[src/rtl/nandPioPkg.sv]
package nandPioPkg;
  localparam int IO_W = 8;

  localparam int REG_CTRL  = 0;
  localparam int REG_STAT  = 1;
  localparam int REG_ISTAT = 2;
  localparam int REG_IMASK = 3;
  localparam int REG_CMD   = 4;
  localparam int REG_ADDR  = 5;
  localparam int REG_WDATA = 6;
  localparam int REG_RDREQ = 7;
  localparam int REG_RDATA = 8;

  localparam int IRQ_N       = 5;
  localparam int IRQ_RB_RISE = 0;
  localparam int IRQ_OVF     = 1;
  localparam int IRQ_LEAVE   = 2;
  localparam int IRQ_RDRDY   = 3;
  localparam int IRQ_DRAINED = 4;

  typedef enum logic [1:0] {
    OP_CMD   = 2'd0,
    OP_ADDR  = 2'd1,
    OP_WDATA = 2'd2,
    OP_READ  = 2'd3
  } opKindT;

  typedef struct packed {
    opKindT          kind;
    logic [IO_W-1:0] value;
  } queueEntryT;

  typedef struct packed {
    logic pop;
    logic weLow;
    logic reLow;
    logic cleOn;
    logic aleOn;
    logic driveIo;
    logic capture;
    logic done;
  } seqStrobeT;
endpackage

[src/rtl/nandPioFifo.sv]
module nandPioFifo #(
  parameter int DEPTH   = 4,
  parameter int ENTRY_W = 10
) (
  input  logic               clk,
  input  logic               rstN,
  input  logic               push,
  input  logic [ENTRY_W-1:0] pushData,
  input  logic               pop,
  output logic [ENTRY_W-1:0] popData,
  output logic               full,
  output logic               empty,
  output logic               leaveFull
);
  localparam int PTR_W = (DEPTH > 1) ? $clog2(DEPTH) : 1;
  localparam int CNT_W = $clog2(DEPTH + 1);
  localparam logic [PTR_W-1:0] LAST_SLOT = PTR_W'(DEPTH - 1);

  logic [PTR_W-1:0]   wrPtrQ, rdPtrQ;
  logic [CNT_W-1:0]   countQ;
  logic [ENTRY_W-1:0] slotQ [DEPTH];

  function automatic logic [PTR_W-1:0] nextPtr(input logic [PTR_W-1:0] p);
    return (p == LAST_SLOT) ? '0 : p + 1'b1;
  endfunction

  always_ff @(posedge clk or negedge rstN) begin
    if (!rstN) begin
      for (int s = 0; s < DEPTH; s++) slotQ[s] <= '0;
    end else if (push) begin
      slotQ[wrPtrQ] <= pushData;
    end
  end

  always_ff @(posedge clk or negedge rstN) begin
    if (!rstN) begin
      wrPtrQ <= '0;
      rdPtrQ <= '0;
      countQ <= '0;
    end else begin
      if (push) wrPtrQ <= nextPtr(wrPtrQ);
      if (pop)  rdPtrQ <= nextPtr(rdPtrQ);
      countQ <= countQ + CNT_W'(push) - CNT_W'(pop);
    end
  end

  assign popData   = slotQ[rdPtrQ];
  assign full      = (countQ == CNT_W'(DEPTH));
  assign empty     = (countQ == '0);
  assign leaveFull = full && pop;
endmodule

[src/rtl/nandPioSeq.sv]
module nandPioSeq
  import nandPioPkg::*;
#(
  parameter int DLY_W      = 4,
  parameter int GAP_CYCLES = 2
) (
  input  logic             clk,
  input  logic             rstN,
  input  logic             bufEmpty,
  input  opKindT           headKind,
  input  logic [DLY_W-1:0] wrDly,
  input  logic [DLY_W-1:0] rdDly,
  output seqStrobeT        strobe
);
  localparam int GAP_W = $clog2(GAP_CYCLES + 1);
  localparam int CNT_W = (DLY_W > GAP_W) ? DLY_W : GAP_W;

  typedef enum logic [1:0] {ST_IDLE, ST_LOW, ST_HIGH} seqStateT;

  seqStateT         stQ, stD;
  logic [CNT_W-1:0] cntQ, cntD;
  opKindT           kindQ, kindD;
  logic             isRead;

  assign isRead = (kindQ == OP_READ);

  always_comb begin
    stD    = stQ;
    cntD   = cntQ;
    kindD  = kindQ;
    strobe = '0;
    case (stQ)
      ST_IDLE: begin
        if (!bufEmpty) begin
          strobe.pop = 1'b1;
          kindD      = headKind;
          stD        = ST_LOW;
          cntD       = (headKind == OP_READ) ? CNT_W'(rdDly) : CNT_W'(wrDly);
        end
      end
      ST_LOW: begin
        if (cntQ == '0) begin
          stD            = ST_HIGH;
          cntD           = CNT_W'(GAP_CYCLES - 1);
          strobe.capture = isRead;
        end else begin
          cntD = cntQ - 1'b1;
        end
      end
      ST_HIGH: begin
        if (cntQ == '0) begin
          stD         = ST_IDLE;
          strobe.done = !isRead;
        end else begin
          cntD = cntQ - 1'b1;
        end
      end
      default: stD = ST_IDLE;
    endcase
    strobe.weLow   = (stQ == ST_LOW) && !isRead;
    strobe.reLow   = (stQ == ST_LOW) && isRead;
    strobe.cleOn   = (stQ != ST_IDLE) && (kindQ == OP_CMD);
    strobe.aleOn   = (stQ != ST_IDLE) && (kindQ == OP_ADDR);
    strobe.driveIo = (stQ != ST_IDLE) && !isRead;
  end

  always_ff @(posedge clk or negedge rstN) begin
    if (!rstN) begin
      stQ   <= ST_IDLE;
      cntQ  <= '0;
      kindQ <= OP_CMD;
    end else begin
      stQ   <= stD;
      cntQ  <= cntD;
      kindQ <= kindD;
    end
  end
endmodule

[src/rtl/nandPioDatapath.sv]
module nandPioDatapath
  import nandPioPkg::*;
#(
  parameter int ADDR_W      = 4,
  parameter int REG_W       = 16,
  parameter int DLY_W       = 4,
  parameter int BUF_DEPTH   = 4,
  parameter int SYNC_STAGES = 2
) (
  input  logic              clk,
  input  logic              rstN,
  input  logic              regWrEn,
  input  logic [ADDR_W-1:0] regAddr,
  input  logic [REG_W-1:0]  regWrData,
  output logic [REG_W-1:0]  regRdData,
  input  seqStrobeT         strobe,
  output logic              bufEmpty,
  output opKindT            headKind,
  output logic [DLY_W-1:0]  wrDly,
  output logic [DLY_W-1:0]  rdDly,
  input  logic [IO_W-1:0]   nandIoIn,
  output logic [IO_W-1:0]   nandIoOut,
  output logic              nandIoOe,
  output logic              nandCle,
  output logic              nandAle,
  output logic              nandWeN,
  output logic              nandReN,
  input  logic              nandRb,
  output logic              irq
);
  localparam int CTRL_W  = 2 * DLY_W + 2;
  localparam int OUT_W   = $clog2(BUF_DEPTH + 2);
  localparam int ENTRY_W = $bits(queueEntryT);

  logic [CTRL_W-1:0]      ctrlQ;
  logic [IRQ_N-1:0]       imaskQ, istatQ, istatSet, istatClr;
  logic [IO_W-1:0]        rdByteQ, curValQ;
  logic [SYNC_STAGES-1:0] rbSyncQ;
  logic                   rbS, rbPrevQ;
  logic [OUT_W-1:0]       wrOutQ, rdOutQ;
  logic                   hitCmd, hitAddr, hitWdata, hitRead, queueHit;
  logic                   pushOk, overflowEv, bufFull, leaveFull;
  logic                   pushIsRead;
  queueEntryT             pushEntry, headEntry;
  logic [ENTRY_W-1:0]     headRaw;
  logic [REG_W-1:0]       statusVec;
  logic                   unusedWrBits;

  function automatic logic hit(input int offs);
    return regWrEn && (regAddr == ADDR_W'(offs));
  endfunction

  assign hitCmd   = hit(REG_CMD);
  assign hitAddr  = hit(REG_ADDR);
  assign hitWdata = hit(REG_WDATA);
  assign hitRead  = hit(REG_RDREQ);
  assign queueHit = hitCmd || hitAddr || hitWdata || hitRead;

  always_comb begin
    pushEntry.value = regWrData[IO_W-1:0];
    if (hitCmd)        pushEntry.kind = OP_CMD;
    else if (hitAddr)  pushEntry.kind = OP_ADDR;
    else if (hitWdata) pushEntry.kind = OP_WDATA;
    else               pushEntry.kind = OP_READ;
  end

  assign pushOk     = queueHit && !bufFull;
  assign overflowEv = queueHit && bufFull;
  assign pushIsRead = (pushEntry.kind == OP_READ);

  nandPioFifo #(
    .DEPTH  (BUF_DEPTH),
    .ENTRY_W(ENTRY_W)
  ) fifoI (
    .clk      (clk),
    .rstN     (rstN),
    .push     (pushOk),
    .pushData (pushEntry),
    .pop      (strobe.pop),
    .popData  (headRaw),
    .full     (bufFull),
    .empty    (bufEmpty),
    .leaveFull(leaveFull)
  );

  assign headEntry = queueEntryT'(headRaw);
  assign headKind  = headEntry.kind;
  assign wrDly     = ctrlQ[DLY_W-1:0];
  assign rdDly     = ctrlQ[2*DLY_W-1:DLY_W];
  assign rbS       = rbSyncQ[SYNC_STAGES-1];

  always_ff @(posedge clk or negedge rstN) begin
    if (!rstN) begin
      rbSyncQ <= '1;
      rbPrevQ <= 1'b1;
    end else begin
      rbSyncQ <= {rbSyncQ[SYNC_STAGES-2:0], nandRb};
      rbPrevQ <= rbS;
    end
  end

  always_comb begin
    istatSet              = '0;
    istatSet[IRQ_RB_RISE] = rbS && !rbPrevQ;
    istatSet[IRQ_OVF]     = overflowEv;
    istatSet[IRQ_LEAVE]   = leaveFull;
    istatSet[IRQ_RDRDY]   = strobe.capture;
    istatSet[IRQ_DRAINED] = strobe.done && bufEmpty;
    istatClr = hit(REG_ISTAT) ? regWrData[IRQ_N-1:0] : '0;
  end

  always_ff @(posedge clk or negedge rstN) begin
    if (!rstN) begin
      ctrlQ   <= '0;
      imaskQ  <= '0;
      istatQ  <= '0;
      rdByteQ <= '0;
      curValQ <= '0;
      wrOutQ  <= '0;
      rdOutQ  <= '0;
    end else begin
      if (hit(REG_CTRL))  ctrlQ  <= regWrData[CTRL_W-1:0];
      if (hit(REG_IMASK)) imaskQ <= regWrData[IRQ_N-1:0];
      istatQ <= (istatQ & ~istatClr) | istatSet;
      if (strobe.capture) rdByteQ <= nandIoIn;
      if (strobe.pop)     curValQ <= headEntry.value;
      wrOutQ <= wrOutQ + OUT_W'(pushOk && !pushIsRead) - OUT_W'(strobe.done);
      rdOutQ <= rdOutQ + OUT_W'(pushOk && pushIsRead) - OUT_W'(strobe.capture);
    end
  end

  always_comb begin
    statusVec    = '0;
    statusVec[0] = rbS;
    statusVec[1] = bufFull;
    statusVec[2] = (wrOutQ != '0);
    statusVec[3] = (rdOutQ != '0);
    statusVec[4] = bufEmpty;
  end

  always_comb begin
    regRdData = '0;
    case (regAddr)
      ADDR_W'(REG_CTRL):  regRdData[CTRL_W-1:0] = ctrlQ;
      ADDR_W'(REG_STAT):  regRdData = statusVec;
      ADDR_W'(REG_ISTAT): regRdData[IRQ_N-1:0] = istatQ;
      ADDR_W'(REG_IMASK): regRdData[IRQ_N-1:0] = imaskQ;
      ADDR_W'(REG_RDATA): regRdData[IO_W-1:0] = rdByteQ;
      default:            regRdData = '0;
    endcase
  end

  assign unusedWrBits = ^regWrData[REG_W-1:CTRL_W];

  assign nandIoOut = curValQ;
  assign nandIoOe  = strobe.driveIo;
  assign nandCle   = strobe.cleOn;
  assign nandAle   = strobe.aleOn;
  assign nandWeN   = !strobe.weLow;
  assign nandReN   = !strobe.reLow;
  assign irq       = |(istatQ & imaskQ);
endmodule

[src/rtl/nandPioTop.sv]
module nandPioTop
  import nandPioPkg::*;
#(
  parameter int ADDR_W      = 4,
  parameter int REG_W       = 16,
  parameter int DLY_W       = 4,
  parameter int BUF_DEPTH   = 4,
  parameter int SYNC_STAGES = 2,
  parameter int GAP_CYCLES  = 2
) (
  input  logic              clk,
  input  logic              rstN,
  input  logic              regWrEn,
  input  logic [ADDR_W-1:0] regAddr,
  input  logic [REG_W-1:0]  regWrData,
  output logic [REG_W-1:0]  regRdData,
  input  logic [IO_W-1:0]   nandIoIn,
  output logic [IO_W-1:0]   nandIoOut,
  output logic              nandIoOe,
  output logic              nandCle,
  output logic              nandAle,
  output logic              nandWeN,
  output logic              nandReN,
  input  logic              nandRb,
  output logic              irq
);
  seqStrobeT        strobe;
  logic             bufEmpty;
  opKindT           headKind;
  logic [DLY_W-1:0] wrDly, rdDly;

  nandPioDatapath #(
    .ADDR_W     (ADDR_W),
    .REG_W      (REG_W),
    .DLY_W      (DLY_W),
    .BUF_DEPTH  (BUF_DEPTH),
    .SYNC_STAGES(SYNC_STAGES)
  ) dpI (
    .clk      (clk),
    .rstN     (rstN),
    .regWrEn  (regWrEn),
    .regAddr  (regAddr),
    .regWrData(regWrData),
    .regRdData(regRdData),
    .strobe   (strobe),
    .bufEmpty (bufEmpty),
    .headKind (headKind),
    .wrDly    (wrDly),
    .rdDly    (rdDly),
    .nandIoIn (nandIoIn),
    .nandIoOut(nandIoOut),
    .nandIoOe (nandIoOe),
    .nandCle  (nandCle),
    .nandAle  (nandAle),
    .nandWeN  (nandWeN),
    .nandReN  (nandReN),
    .nandRb   (nandRb),
    .irq      (irq)
  );

  nandPioSeq #(
    .DLY_W     (DLY_W),
    .GAP_CYCLES(GAP_CYCLES)
  ) seqI (
    .clk     (clk),
    .rstN    (rstN),
    .bufEmpty(bufEmpty),
    .headKind(headKind),
    .wrDly   (wrDly),
    .rdDly   (rdDly),
    .strobe  (strobe)
  );
endmodule

[config.mk]
export PLATFORM = sky130hd
export DESIGN_NAME = nandPioTop
export DESIGN_NICKNAME = d
export VERILOG_FILES = /design/src/rtl/nandPioPkg.sv /design/src/rtl/nandPioFifo.sv /design/src/rtl/nandPioSeq.sv /design/src/rtl/nandPioDatapath.sv /design/src/rtl/nandPioTop.sv
export SDC_FILE = /design/constraint.sdc
export NUM_CORES = 1
export LEC_CHECK = 0
export CAP_MARGIN = 25
export CELL_PAD_IN_SITES_DETAIL_PLACEMENT = 1
export CELL_PAD_IN_SITES_GLOBAL_PLACEMENT = 1
export CORE_UTILIZATION = 47
export DETAILED_ROUTE_END_ITERATION = 16
export DONT_BUFFER_PORTS = 1
export HOLD_SLACK_MARGIN = 0.1
export PLACE_DENSITY_LB_ADDON = 0.2
export SETUP_SLACK_MARGIN = 0.02
export SLEW_MARGIN = 30
export SYNTH_ARGS = -nofsm -noshare
export SYNTH_HDL_FRONTEND = slang
export SYNTH_SLANG_ARGS = --single-unit
[constraint.sdc]
create_clock -name clk -period 2.55 [get_ports clk]
set_clock_uncertainty 0.05 [all_clocks]
set_input_delay 0.1275 -clock clk [delete_from_list [all_inputs] [get_ports clk]]
set_output_delay 0.1275 -clock clk [all_outputs]
set_load 0.01 [all_outputs]
==> impl_results.md <==
- Outcome: completed
- Most frequent standard cell in the layout excluding fill and tap cells: sky130_fd_sc_hd__dfrtp_1
- Combined area of all synthesized cells: 4820 um^2
- Clock latency on the worst-skew pair: between 0.3 and 0.4 ns
- Shortest clock period the worst path allows after layout: around 2.4 ns
- Number of routed nets with antenna violations: 0
- Clock sinks: 100
- Ports: between 60 and 70
- Clock transition at path regs: ~0.10 ns
- Post-synth top area cell: sky130_fd_sc_hd__dfrtp_1
- Worst Setup End Kind: flop
- Relative slew slack: 49.3%
- Fraction of layout cells with a size suffix above 1: between 30% and 40%
- Maximum fanout count along the critical path: 4
- Leak Pwr: ~2.5 nW
- Weighted congestion at the end of routability-driven global placement: ~0.73
- Core area: 9860 um^2
- Die Area: about 11,000 um^2
- Count of yosys warnings during synthesis: 0
- Finished layout cell area: 5490 um^2
- Net count reported at finish: 449
- Cell row count: 36
- Seq/Total Area, Yosys: about half
- Count of different cell masters after synthesis: 50
- Die Height: 103 um
- Router iterations before antenna repair: 4
- Worst-case clock buffer depth: 2
- Maximum clock rate: approximately 420 MHz
- Post-detailed-placement cell area: 4980 um^2
- Class of the tightest hold or removal check: primary input to flop
- Power density relative to cell area: ~1200 nW/um^2
- Setup slack of the most critical reg-to-reg path: 0.18 ns
- Final WL: 10,600 um
- Flop and latch count out of synthesis: 100
- Count of unresolved DRC violations after routing: 0
- Worst EP required: about 2.8 ns
- Crit path DAT: 2.59 ns
- Share of the synthesized area in the top cell type: 50.3%
- Post-Synthesis Cells: between 300 and 400
- Setup repair after global routing missed its margin: no
- Vias in the first global route: roughly 3,100
- Clock tree from TritonCTS: built
- Setup-violating endpoint count in the final report: 0
- # Post-CTS Setup Buffers: 0
- Number of buffers inserted during clock tree synthesis: 9
- Final core utilization: between 50 and 60%
- Worst path slowest cell: sky130_fd_sc_hd__dfrtp_1
- HPWL after detailed placement: 7200 um
- FFs w/ async S/R, synth: 100%
- Root buf cell: sky130_fd_sc_hd__clkbuf_8
- Worst IR drop on VDD: about 0.48 mV
- Commonest non-fill, non-tap cells in the layout: sky130_fd_sc_hd__dfrtp_1, sky130_fd_sc_hd__mux2_2, sky130_fd_sc_hd__dlygate4sd3_1
- Hold Violations, Final: 0
- Worst path most repeated cell: sky130_fd_sc_hd__inv_1
- Global route overflow: 0
- Total via count after detailed routing: 2,986
- Number of levels in the clock H-tree: 3
- Largest net degree at the start of global routing: ~100
- Effective utilization at floorplan: about half
- Diodes inserted: 0
- Routed wire length per instance: ~20 um
- Crit path launch type: flop
- First-pass GRT wire length: around 17,000 um
- Top cells by area, synth: sky130_fd_sc_hd__dfrtp_1, sky130_fd_sc_hd__mux2_2, sky130_fd_sc_hd__ha_1
- Detail-routed via count per cell: 5.58
- # fillers: a little under 1,000
- Cell-by-cell trace of the critical path: inv_1 -> ha_2 -> nor3b_4 -> and3_4 -> ha_1 -> inv_1 -> ha_1 -> inv_1 -> fa_2 -> xnor2_2 -> xnor2_1
- Tot GR Track Use: 22.5%
- Total negative slack for setup checks: 0 ns
- Post-synth EDFFs: 0
- Antenna violations before repair: 0
- Most used flip-flop cell after synthesis: sky130_fd_sc_hd__dfrtp_1
- Max-cap check violation count: 0
- Floorplan die width: about 100 um
- Pins Over Slew Limit: 0
- Number of DRC markers in iteration 0: between 150 and 200
- Fraction of the cycle the final worst path needs: between 90 and 100%
- Area grow syn2layout: 13.7%
- Stage delay of the slowest cell on the critical path: 0.41 ns
- Measured slew at the worst slew-check pin: 0.759 ns
- WS Path Type: flop to flop
- Synthesized area per cell: around 13 um^2
- Number of port buffers: 0
==> per-layer routing <==
layer  vias up  routed length, um  GRT usage, %
met5         -                  0             0
met2        44               5170          35.0
li1       1368                  -             -
met3        15                308          4.44
met1      1559               4950          31.1
met4         0                213          9.10
==> flip-flops by register name, summed over array words and instances, names as in the netlist <==
name,flops
dpI.fifoI.slotQ,40
dpI.ctrlQ,10
dpI.nandIoOut,8
dpI.rdByteQ,8
dpI.imaskQ,5
dpI.istatQ,5
seqI.cntQ,4
dpI.fifoI.countQ,3
dpI.rdOutQ,3
dpI.wrOutQ,3
dpI.fifoI.rdPtrQ,2
dpI.fifoI.wrPtrQ,2
dpI.rbSyncQ,2
seqI.kindQ,2
seqI.stQ,2
dpI.rbPrevQ,1
==> metrics by stage <==
step | setup WS, ns | power, W | std cells | hold WS, ns
6_report | 0.179 | 0.00632 | 535 | 0.168
5_1_grt | 0.0330 | 0.00679 | 535 | 0.174
4_1_cts | 0.105 | 0.00633 | 535 | 0.159
3_5_place_dp | 0.128 | 0.00516 | 494 | -0.215
3_3_place_gp | 0.245 | 0.00502 | 494 | -0.215
2_1_floorplan | 0.0612 | 0.00456 | 368 | -0.218
==> worst max-delay path, delay by kind of cell, from the launching register on <==
family / cells / cell delay (ns)
buffers and inverters: 3 / 0.21
XOR/XNOR: 2 / 0.27
AND/OR/NAND/NOR: 2 / 0.43
adder cells (fa/ha/maj): 4 / 0.89
flip-flops: 1 / 0.41
==> cell type report <==
| cell class | count | area, um^2 | area share [%] |
|---|---|---|---|
| inverter | 21 | 78.8 | 1.44 |
| sequential | 100 | 2510 | 45.7 |
| clock inverter | 4 | 55.1 | 1.00 |
| timing repair buffer | 33 | 328 | 5.98 |
| clock buffer | 12 | 155 | 2.83 |
| multi-input combinational | 232 | 2200 | 40.0 |
| tap | 133 | 166 | 3.03 |
==> cell usage after synthesis, types with 4 or more instances <==
cell type / instances
sky130_fd_sc_hd__nor2_1: 9
sky130_fd_sc_hd__buf_2: 5
sky130_fd_sc_hd__clkbuf_1: 4
sky130_fd_sc_hd__nand2_2: 6
sky130_fd_sc_hd__nor3_1: 5
sky130_fd_sc_hd__ha_1: 17
sky130_fd_sc_hd__xnor2_1: 5
sky130_fd_sc_hd__a22o_1: 6
sky130_fd_sc_hd__inv_1: 21
sky130_fd_sc_hd__mux2_2: 77
sky130_fd_sc_hd__nand2_1: 22
sky130_fd_sc_hd__mux4_2: 9
sky130_fd_sc_hd__dfrtp_1: 97
sky130_fd_sc_hd__o21ai_0: 8
sky130_fd_sc_hd__buf_4: 6
sky130_fd_sc_hd__a22oi_1: 7
sky130_fd_sc_hd__a21oi_1: 5
==> kinds of logic (layout without fill, tap and decap cells) <==
family / after synthesis / count (layout) / share of synthesized area (%)
AOI/OAI and AO/OA: 43 / 43 / 6.61
and+or+nand+nor: 65 / 65 / 7.39
DFF: 100 / 100 / 52.0
adders and majority gates: 20 / 20 / 5.65
muxes: 92 / 92 / 23.8
other: 1 / 6 / 0.0777
buffers and inverters: 36 / 70 / 3.40
xor gates and xnor gates: 6 / 6 / 1.09
==> repair_timing <==
| item | CTS | global route |
|---|---|---|
| hold endpoints to repair | 171 | 0 |
| hold buffers | 25 | 0 |
| gates resized for setup | 0 | 5 |
| setup endpoints to repair | 0 | 1 |
==> worst paths after layout <==
| check | cells after the start | startpoint | end |
|---|---|---|---|
| max in group asynchronous | 2 | rstN | dpI.rbSyncQ[0] |
| max | 11 | seqI.cntQ[0] | dpI.wrOutQ[2] |
| min | 2 | regAddr[0] | dpI.imaskQ[4] |
| min reg2reg | 0 | dpI.rbSyncQ[0] | dpI.rbSyncQ[1] |
| max reg2reg | 11 | seqI.cntQ[0] | dpI.wrOutQ[2] |
| min in group asynchronous | 2 | rstN | dpI.istatQ[4] |
==> where the power goes <==
group | internal, W | total, W | switching, W | leakage [nW]
Sequential | 0.00228 | 0.00280 | 0.000512 | 1.23
Combinational | 0.00135 | 0.00244 | 0.00109 | 1.13
Clock | 0.000515 | 0.00108 | 0.000567 | 0.104
Total | 0.00415 | 0.00632 | 0.00217 | 2.46
Note: power is estimated with default switching activity, not from simulation.
